### config.mk
export PLATFORM = sky130hd
export DESIGN_NAME = alu8_unit
export DESIGN_NICKNAME = d
export VERILOG_FILES = /design/src/rtl/alu8_pkg.sv /design/src/rtl/alu8_arith.sv /design/src/rtl/alu8_logic.sv /design/src/rtl/alu8_shift.sv /design/src/rtl/alu8_unit.sv
export SDC_FILE = /design/constraint.sdc
export NUM_CORES = 1
export LEC_CHECK = 0
export BUFFER_PORTS_ARGS = -buffer_cell sky130_fd_sc_hd__buf_2
export CAP_MARGIN = 20
export CORE_ASPECT_RATIO = 0.7
export CORE_MARGIN = 2
export CORE_UTILIZATION = 49
export DETAILED_ROUTE_END_ITERATION = 7
export PLACE_DENSITY = 0.72
export REMOVE_ABC_BUFFERS = 1
export SLEW_MARGIN = 20
export SYNTH_ARGS = -nofsm -noshare
export SYNTH_HDL_FRONTEND = slang
export SYNTH_SLANG_ARGS = --single-unit
export TNS_END_PERCENT = 10
### constraint.sdc
create_clock -name clk -period 4.65 [get_ports clk]
set_input_delay 0.6975 -clock clk [delete_from_list [all_inputs] [get_ports clk]]
set_output_delay 0.6975 -clock clk [all_outputs]
set_load 0.1 [all_outputs]
### src/rtl/alu8_pkg.sv
package alu8_pkg;
  localparam int unsigned OP_W = 4;

  typedef enum logic [OP_W-1:0] {
    OP_ADD = 4'd0,
    OP_SUB = 4'd1,
    OP_CMP = 4'd2,
    OP_AND = 4'd3,
    OP_OR  = 4'd4,
    OP_XOR = 4'd5,
    OP_BIT = 4'd6,
    OP_SHL = 4'd7,
    OP_SHR = 4'd8,
    OP_ROL = 4'd9,
    OP_ROR = 4'd10,
    OP_INC = 4'd11,
    OP_DEC = 4'd12
  } alu_op_e;

  // flag vector order: N, V, Z, C in bits 3..0
  localparam int unsigned FL_N = 3;
  localparam int unsigned FL_V = 2;
  localparam int unsigned FL_Z = 1;
  localparam int unsigned FL_C = 0;

  typedef struct packed {
    logic       n;
    logic       v;
    logic       z;
    logic       c;
  } flags_t;
endpackage

### src/rtl/alu8_arith.sv
// Carry-chain unit shared by add, subtract, compare, increment, decrement.
module alu8_arith
  import alu8_pkg::*;
#(
  parameter int unsigned W = 8
) (
  input  logic [OP_W-1:0] op,
  input  logic [W-1:0]    a,
  input  logic [W-1:0]    m,
  input  logic            cin,
  output logic [W-1:0]    res,
  output logic            cout,
  output logic            ovf
);
  localparam int unsigned MSB = W - 1;

  logic [W-1:0] lhs;
  logic [W-1:0] rhs;
  logic         ci;
  logic [W:0]   sum;

  always_comb begin
    lhs = a;
    rhs = m;
    ci  = cin;
    unique case (op)
      OP_SUB: begin rhs = ~m; ci = cin; end
      OP_CMP: begin rhs = ~m; ci = 1'b1; end
      OP_INC: begin lhs = m; rhs = '0; ci = 1'b1; end
      OP_DEC: begin lhs = m; rhs = '1; ci = 1'b0; end
      default: begin lhs = a; rhs = m; ci = cin; end
    endcase
  end

  assign sum  = {1'b0, lhs} + {1'b0, rhs} + {{W{1'b0}}, ci};
  assign res  = sum[W-1:0];
  assign cout = sum[W];
  // signed overflow: operands agree in sign, result disagrees
  assign ovf  = (lhs[MSB] ^ res[MSB]) & ~(lhs[MSB] ^ rhs[MSB]);
endmodule

### src/rtl/alu8_logic.sv
// Bitwise unit: AND, OR, XOR and the bit-test probe.
module alu8_logic
  import alu8_pkg::*;
#(
  parameter int unsigned W = 8
) (
  input  logic [OP_W-1:0] op,
  input  logic [W-1:0]    a,
  input  logic [W-1:0]    m,
  output logic [W-1:0]    res,
  output logic            probe_zero
);
  logic [W-1:0] both;

  assign both       = a & m;
  assign probe_zero = (both == '0);

  always_comb begin
    unique case (op)
      OP_OR:   res = a | m;
      OP_XOR:  res = a ^ m;
      OP_BIT:  res = a;
      default: res = both;
    endcase
  end
endmodule

### src/rtl/alu8_shift.sv
// Single-position shifter: shift/rotate in either direction through carry.
module alu8_shift
  import alu8_pkg::*;
#(
  parameter int unsigned W = 8
) (
  input  logic [OP_W-1:0] op,
  input  logic [W-1:0]    m,
  input  logic            cin,
  output logic [W-1:0]    res,
  output logic            cout
);
  localparam int unsigned MSB = W - 1;

  logic go_left;
  logic fill;

  always_comb begin
    go_left = (op == OP_SHL) || (op == OP_ROL);
    fill    = ((op == OP_ROL) || (op == OP_ROR)) ? cin : 1'b0;
  end

  always_comb begin
    if (go_left) begin
      res  = {m[MSB-1:0], fill};
      cout = m[MSB];
    end else begin
      res  = {fill, m[MSB:1]};
      cout = m[0];
    end
  end
endmodule

### src/rtl/alu8_unit.sv
// ALU with status flags behind a one-deep valid/ready output stage.
module alu8_unit
  import alu8_pkg::*;
#(
  parameter int unsigned W = 8
) (
  input  logic            clk,
  input  logic            rst_n,
  input  logic            in_valid,
  output logic            in_ready,
  input  logic [OP_W-1:0] in_op,
  input  logic [W-1:0]    in_a,
  input  logic [W-1:0]    in_m,
  input  logic            in_c,
  output logic            out_valid,
  input  logic            out_ready,
  output logic [W-1:0]    out_res,
  output logic            out_n,
  output logic            out_v,
  output logic            out_z,
  output logic            out_c,
  output logic [3:0]      out_upd
);
  localparam int unsigned MSB  = W - 1;
  localparam int unsigned NFLG = 4;

  logic [W-1:0] ar_res, lg_res, sh_res;
  logic         ar_c, ar_v, sh_c, lg_pz;

  alu8_arith #(.W(W)) u_arith (
    .op(in_op), .a(in_a), .m(in_m), .cin(in_c),
    .res(ar_res), .cout(ar_c), .ovf(ar_v)
  );

  alu8_logic #(.W(W)) u_logic (
    .op(in_op), .a(in_a), .m(in_m),
    .res(lg_res), .probe_zero(lg_pz)
  );

  alu8_shift #(.W(W)) u_shift (
    .op(in_op), .m(in_m), .cin(in_c),
    .res(sh_res), .cout(sh_c)
  );

  logic [W-1:0]    nx_res;
  logic [NFLG-1:0] nx_flg;
  logic [NFLG-1:0] nx_upd;
  logic [NFLG-1:0] raw_flg;

  always_comb begin
    nx_res  = in_a;
    raw_flg = '0;
    nx_upd  = '0;
    unique case (in_op)
      OP_ADD, OP_SUB: begin
        nx_res          = ar_res;
        raw_flg[FL_C]   = ar_c;
        raw_flg[FL_V]   = ar_v;
        nx_upd          = 4'b1111;
      end
      OP_CMP: begin
        nx_res          = ar_res;
        raw_flg[FL_C]   = ar_c;
        nx_upd          = 4'b1011;
      end
      OP_INC, OP_DEC: begin
        nx_res          = ar_res;
        nx_upd          = 4'b1010;
      end
      OP_AND, OP_OR, OP_XOR: begin
        nx_res          = lg_res;
        nx_upd          = 4'b1010;
      end
      OP_BIT: begin
        nx_res          = lg_res;
        nx_upd          = 4'b1110;
      end
      OP_SHL, OP_SHR, OP_ROL, OP_ROR: begin
        nx_res          = sh_res;
        raw_flg[FL_C]   = sh_c;
        nx_upd          = 4'b1011;
      end
      default: begin
        nx_res          = in_a;
        nx_upd          = '0;
      end
    endcase

    if (in_op == OP_BIT) begin
      raw_flg[FL_Z] = lg_pz;
      raw_flg[FL_V] = in_m[MSB-1];
      raw_flg[FL_N] = in_m[MSB];
    end else begin
      raw_flg[FL_Z] = (nx_res == '0);
      raw_flg[FL_N] = nx_res[MSB];
    end
  end

  // a flag not written by the operation reads 0
  genvar gi;
  generate
    for (gi = 0; gi < NFLG; gi++) begin : g_mask
      assign nx_flg[gi] = raw_flg[gi] & nx_upd[gi];
    end
  endgenerate

  logic            vld_q;
  logic [W-1:0]    res_q;
  logic [NFLG-1:0] flg_q;
  logic [NFLG-1:0] upd_q;
  logic            take;

  assign in_ready = ~vld_q | out_ready;
  assign take     = in_valid & in_ready;

  always_ff @(posedge clk) begin
    if (!rst_n) begin
      vld_q <= 1'b0;
      res_q <= '0;
      flg_q <= '0;
      upd_q <= '0;
    end else begin
      if (take) begin
        vld_q <= 1'b1;
        res_q <= nx_res;
        flg_q <= nx_flg;
        upd_q <= nx_upd;
      end else if (out_ready) begin
        vld_q <= 1'b0;
      end
    end
  end

  assign out_valid = vld_q;
  assign out_res   = res_q;
  assign out_n     = flg_q[FL_N];
  assign out_v     = flg_q[FL_V];
  assign out_z     = flg_q[FL_Z];
  assign out_c     = flg_q[FL_C];
  assign out_upd   = upd_q;
endmodule

==> impl_results.md <==
* Status: completed
* Hold Crit Class: reg -> reg
* Worst R2R End: flg_q[1]$_SDFFE_PN0P_
* Max Clock Skew at roughly 2.4 ps
* Post-Synthesis Cell Area at roughly 2300 µm²
* Sum of negative setup slack at 0 ps
* Die Footprint at 5350 µm²
* Initial Util at 0.525
* Least-Margin Pin Slew at between 700 and 800 ps
* Pwr/cell area at roughly 240 nW/µm²
* Fill cell count at between 400 and 500
* Initial antenna violation count at 0
* Internal power at approximately 0.32 mW
* Placer Congestion at roughly 0.96
* Post-synthesis instance total at around 340
* Root buf cell: clkbuf_8
* Final period util at 0.863
* Fraction of power consumed by sequential logic at 0.241
* Hold Fails Final Rpt at 0
* Synth-to-Final Area Change at 11.6%
* Slew Viols, Final at 0
* VDD IR max at about 0.00013 V
* ANT cells at 0
* CP Class: in -> reg
* Via/cell ratio at roughly 6.4
* Post-Place Setup Slack at 462 ps
* Total track usage at 0.292
* Final Setup Violations at 0
* Chip height at roughly 62 µm
* Clock share of power at 0.163
* Async SR Flop Fraction at 0
* Relative slew slack at 0.520
* Routed vias at 2720
* CP Data Arrival Time at ~4200 ps
* Worst EP required at roughly 4800 ps
* Max-cap check violation count at 0
* Post-Route WL at between 7 and 8 mm
* First-pass GRT wire length at ~12 mm
* Chip width at 86.6 µm
* Most frequent cells after synthesis: nand2_1 (35), nor2_1 (35), o21ai_0 (35)
* Synth top area cells: dfxtp_1 (14%), ha_1 (12%), o21ai_0 (7.5%)
* # rows at 20
* CP max FO at 23
* WL per Instance at 18.1 µm
* Hold Buf Count CTS at 0
* Setup ws final at about 640 ps
* CTS tree: done
* Syn. warnings at 0
* Yosys top cell area share at 0.137
* Top_reg_cell synth: dfxtp_1
* Synth Register Bits at 16
* Pin count of the biggest net entering global routing at 24
* Reg clk slew, reported paths at around 60 ps
* I/O Buffers at between 40 and 50
* PostCTS Resize Cnt at 0
* TritonCTS buffer count at 3
* Clock Latency Late Sink at approximately 250 ps
* Vias in the first global route at approximately 2300
* Longest Clk Path Bufs at 2
* Max Fclk at between 200 and 250 MHz
* Leakage at approximately 1.2 nW
* Hpwl dp at 6.04 mm
* Comb power frac at 0.596
* R2R setup slack at between 2000 and 3000 ps
* Antenna viol nets, final at 0
* Post-synth EDFFs at 0
* Seq/Total Area, Yosys at 0.137
* Sink Count at 16
* Unrepaired setup endpoints after global routing: no
* Synth unique cells at a little over 60
* Post-CTS setup buffer count at 0
* Initial drt markers at 402
* CP Capture Point: flg_q[1]$_SDFFE_PN0P_
* Final min period at between 4000 and 5000 ps
* R2R cell count at 6
* Crit. End Element: register
* Net Sw Power at 0.315 mW
* NumNets Final at roughly 420
* CTS H-tree depth at 1
* TritonRoute pass-1 iters at 5
* Core area at between 4000 and 5000 µm²
* Io pins at 43
* Sw Ratio at 0.495
* Startpoint types: input pin
* Total gr overflow at 0
* Seq. cell area at approximately 320 µm²
* Multi-input gate area at between 1500 and 2000 µm²
* DRC Markers at 0
* Dominant cell type by area after synthesis: dfxtp_1
* Syn avg cell area at 6.98 µm²
* R2R Path Start: out_valid$_SDFFE_PN0P_
* CP Launch Point: in_op[1]
* Share of cells above drive strength 1 at 0.165
## cells by family (layout without fill, tap and decap cells)
kind of cell               count (synthesis)  count (layout)  share of synthesized area
muxes                                      2               2                    0.00856
adders and majority gates                 25              25                      0.140
AOI/OAI and AO/OA                        129             129                      0.369
DFF                                       16              16                      0.137
and+or+nand+nor                          117             117                      0.239
buffers and inverters                     42              77                     0.0914
xor gates and xnor gates                   4               4                     0.0150
## worst min-delay path by stage
stage	cells past startpoint	endpoint	startpoint
floorplan	2	flg_q[1]$_SDFFE_PN0P_	rst_n
global placement	2	out_res[7]$_SDFFE_PN0P_	out_res[7]$_SDFFE_PN0P_
detailed placement	2	out_upd[1]$_SDFFE_PN0P_	out_upd[1]$_SDFFE_PN0P_
CTS	2	out_upd[1]$_SDFFE_PN0P_	out_upd[1]$_SDFFE_PN0P_
global route	2	out_upd[1]$_SDFFE_PN0P_	out_upd[1]$_SDFFE_PN0P_
finish	2	out_upd[1]$_SDFFE_PN0P_	out_upd[1]$_SDFFE_PN0P_
## through the flow
stage                     std cells  hold WS (ps)  power (mW)  cell area (µm²)   util
after global routing            425           490       0.674             2610  0.586
final                           425           466       0.635             2610  0.586
after global placement          422           442       0.523             2570  0.577
after detailed placement        422           457       0.526             2570  0.577
after floorplan                 313           807       0.417             2200      -
after CTS                       425           465       0.628             2610  0.586
## flip-flops by register name, indices dropped and copies added, names as in the netlist
signal	flops
out_upd	3
out_valid	1
flg_q	4
out_res	8
## cell usage in the layout, fill, tap and decap left out, types with 2 or more instances in the layout
master,synthesis,final
a211oi_1,7,7
o21bai_1,4,4
buf_4,4,12
nand4_1,2,2
xnor2_1,2,2
nor4_1,2,2
dfxtp_1,16,16
o21ai_0,35,35
a31oi_1,6,6
nor2_1,35,35
and2_1,2,2
a32oi_1,4,4
a221oi_1,2,2
fa_1,2,2
a22oi_1,4,4
o21ai_1,5,5
a311oi_1,2,2
buf_2,6,42
inv_1,19,19
nor3_1,6,6
o21a_1,2,2
o22ai_1,2,2
nand2_1,35,35
o32ai_1,2,2
clkbuf_8,0,3
nor3b_1,4,4
ha_1,23,23
a211o_1,3,3
mux2i_1,2,2
xor2_1,2,2
o211ai_1,6,6
nand3_1,6,6
o221ai_1,5,5
a21oi_1,23,23
nand2b_1,10,10
nor2b_1,8,8
o211a_1,2,2
## critical path: stages
cell and delay, ps:
buf_2 320, nand2_1 150, a21oi_1 220, o21ai_0 150, nand2_1 90, o211ai_1 110
fa_1 490, fa_1 430, a211oi_1 320, o21bai_1 110, nor3b_1 140, nor3_1 270
and4_1 240, nand4_1 120, o41ai_2 320
## layout make-up
| type | instances | area share |
|---|---|---|
| inverter | 20 | 0.0287 |
| multi-input combinational | 277 | 0.691 |
| timing repair buffer | 54 | 0.115 |
| sequential | 16 | 0.123 |
| tap | 55 | 0.0264 |
| clock buffer | 3 | 0.0158 |
## routing by layer
layer  GRT usage  wire [µm]  vias up
li1            -          -     1302
met2       0.437       3260      157
met3      0.0621        850        6
met4      0.0201         14        0
met1       0.448       3580     1255
met5           0          0        -
## power groups by stage
stage                     clock network [mW]  logic, mW  registers [mW]
after floorplan                            0      0.176           0.241
after global placement                     0      0.367           0.156
after CTS                              0.103      0.371           0.153
final                                  0.103      0.379           0.153
after global routing                   0.111      0.408           0.154
after detailed placement                   0      0.369           0.156
Power figures use the tool's default switching activity.
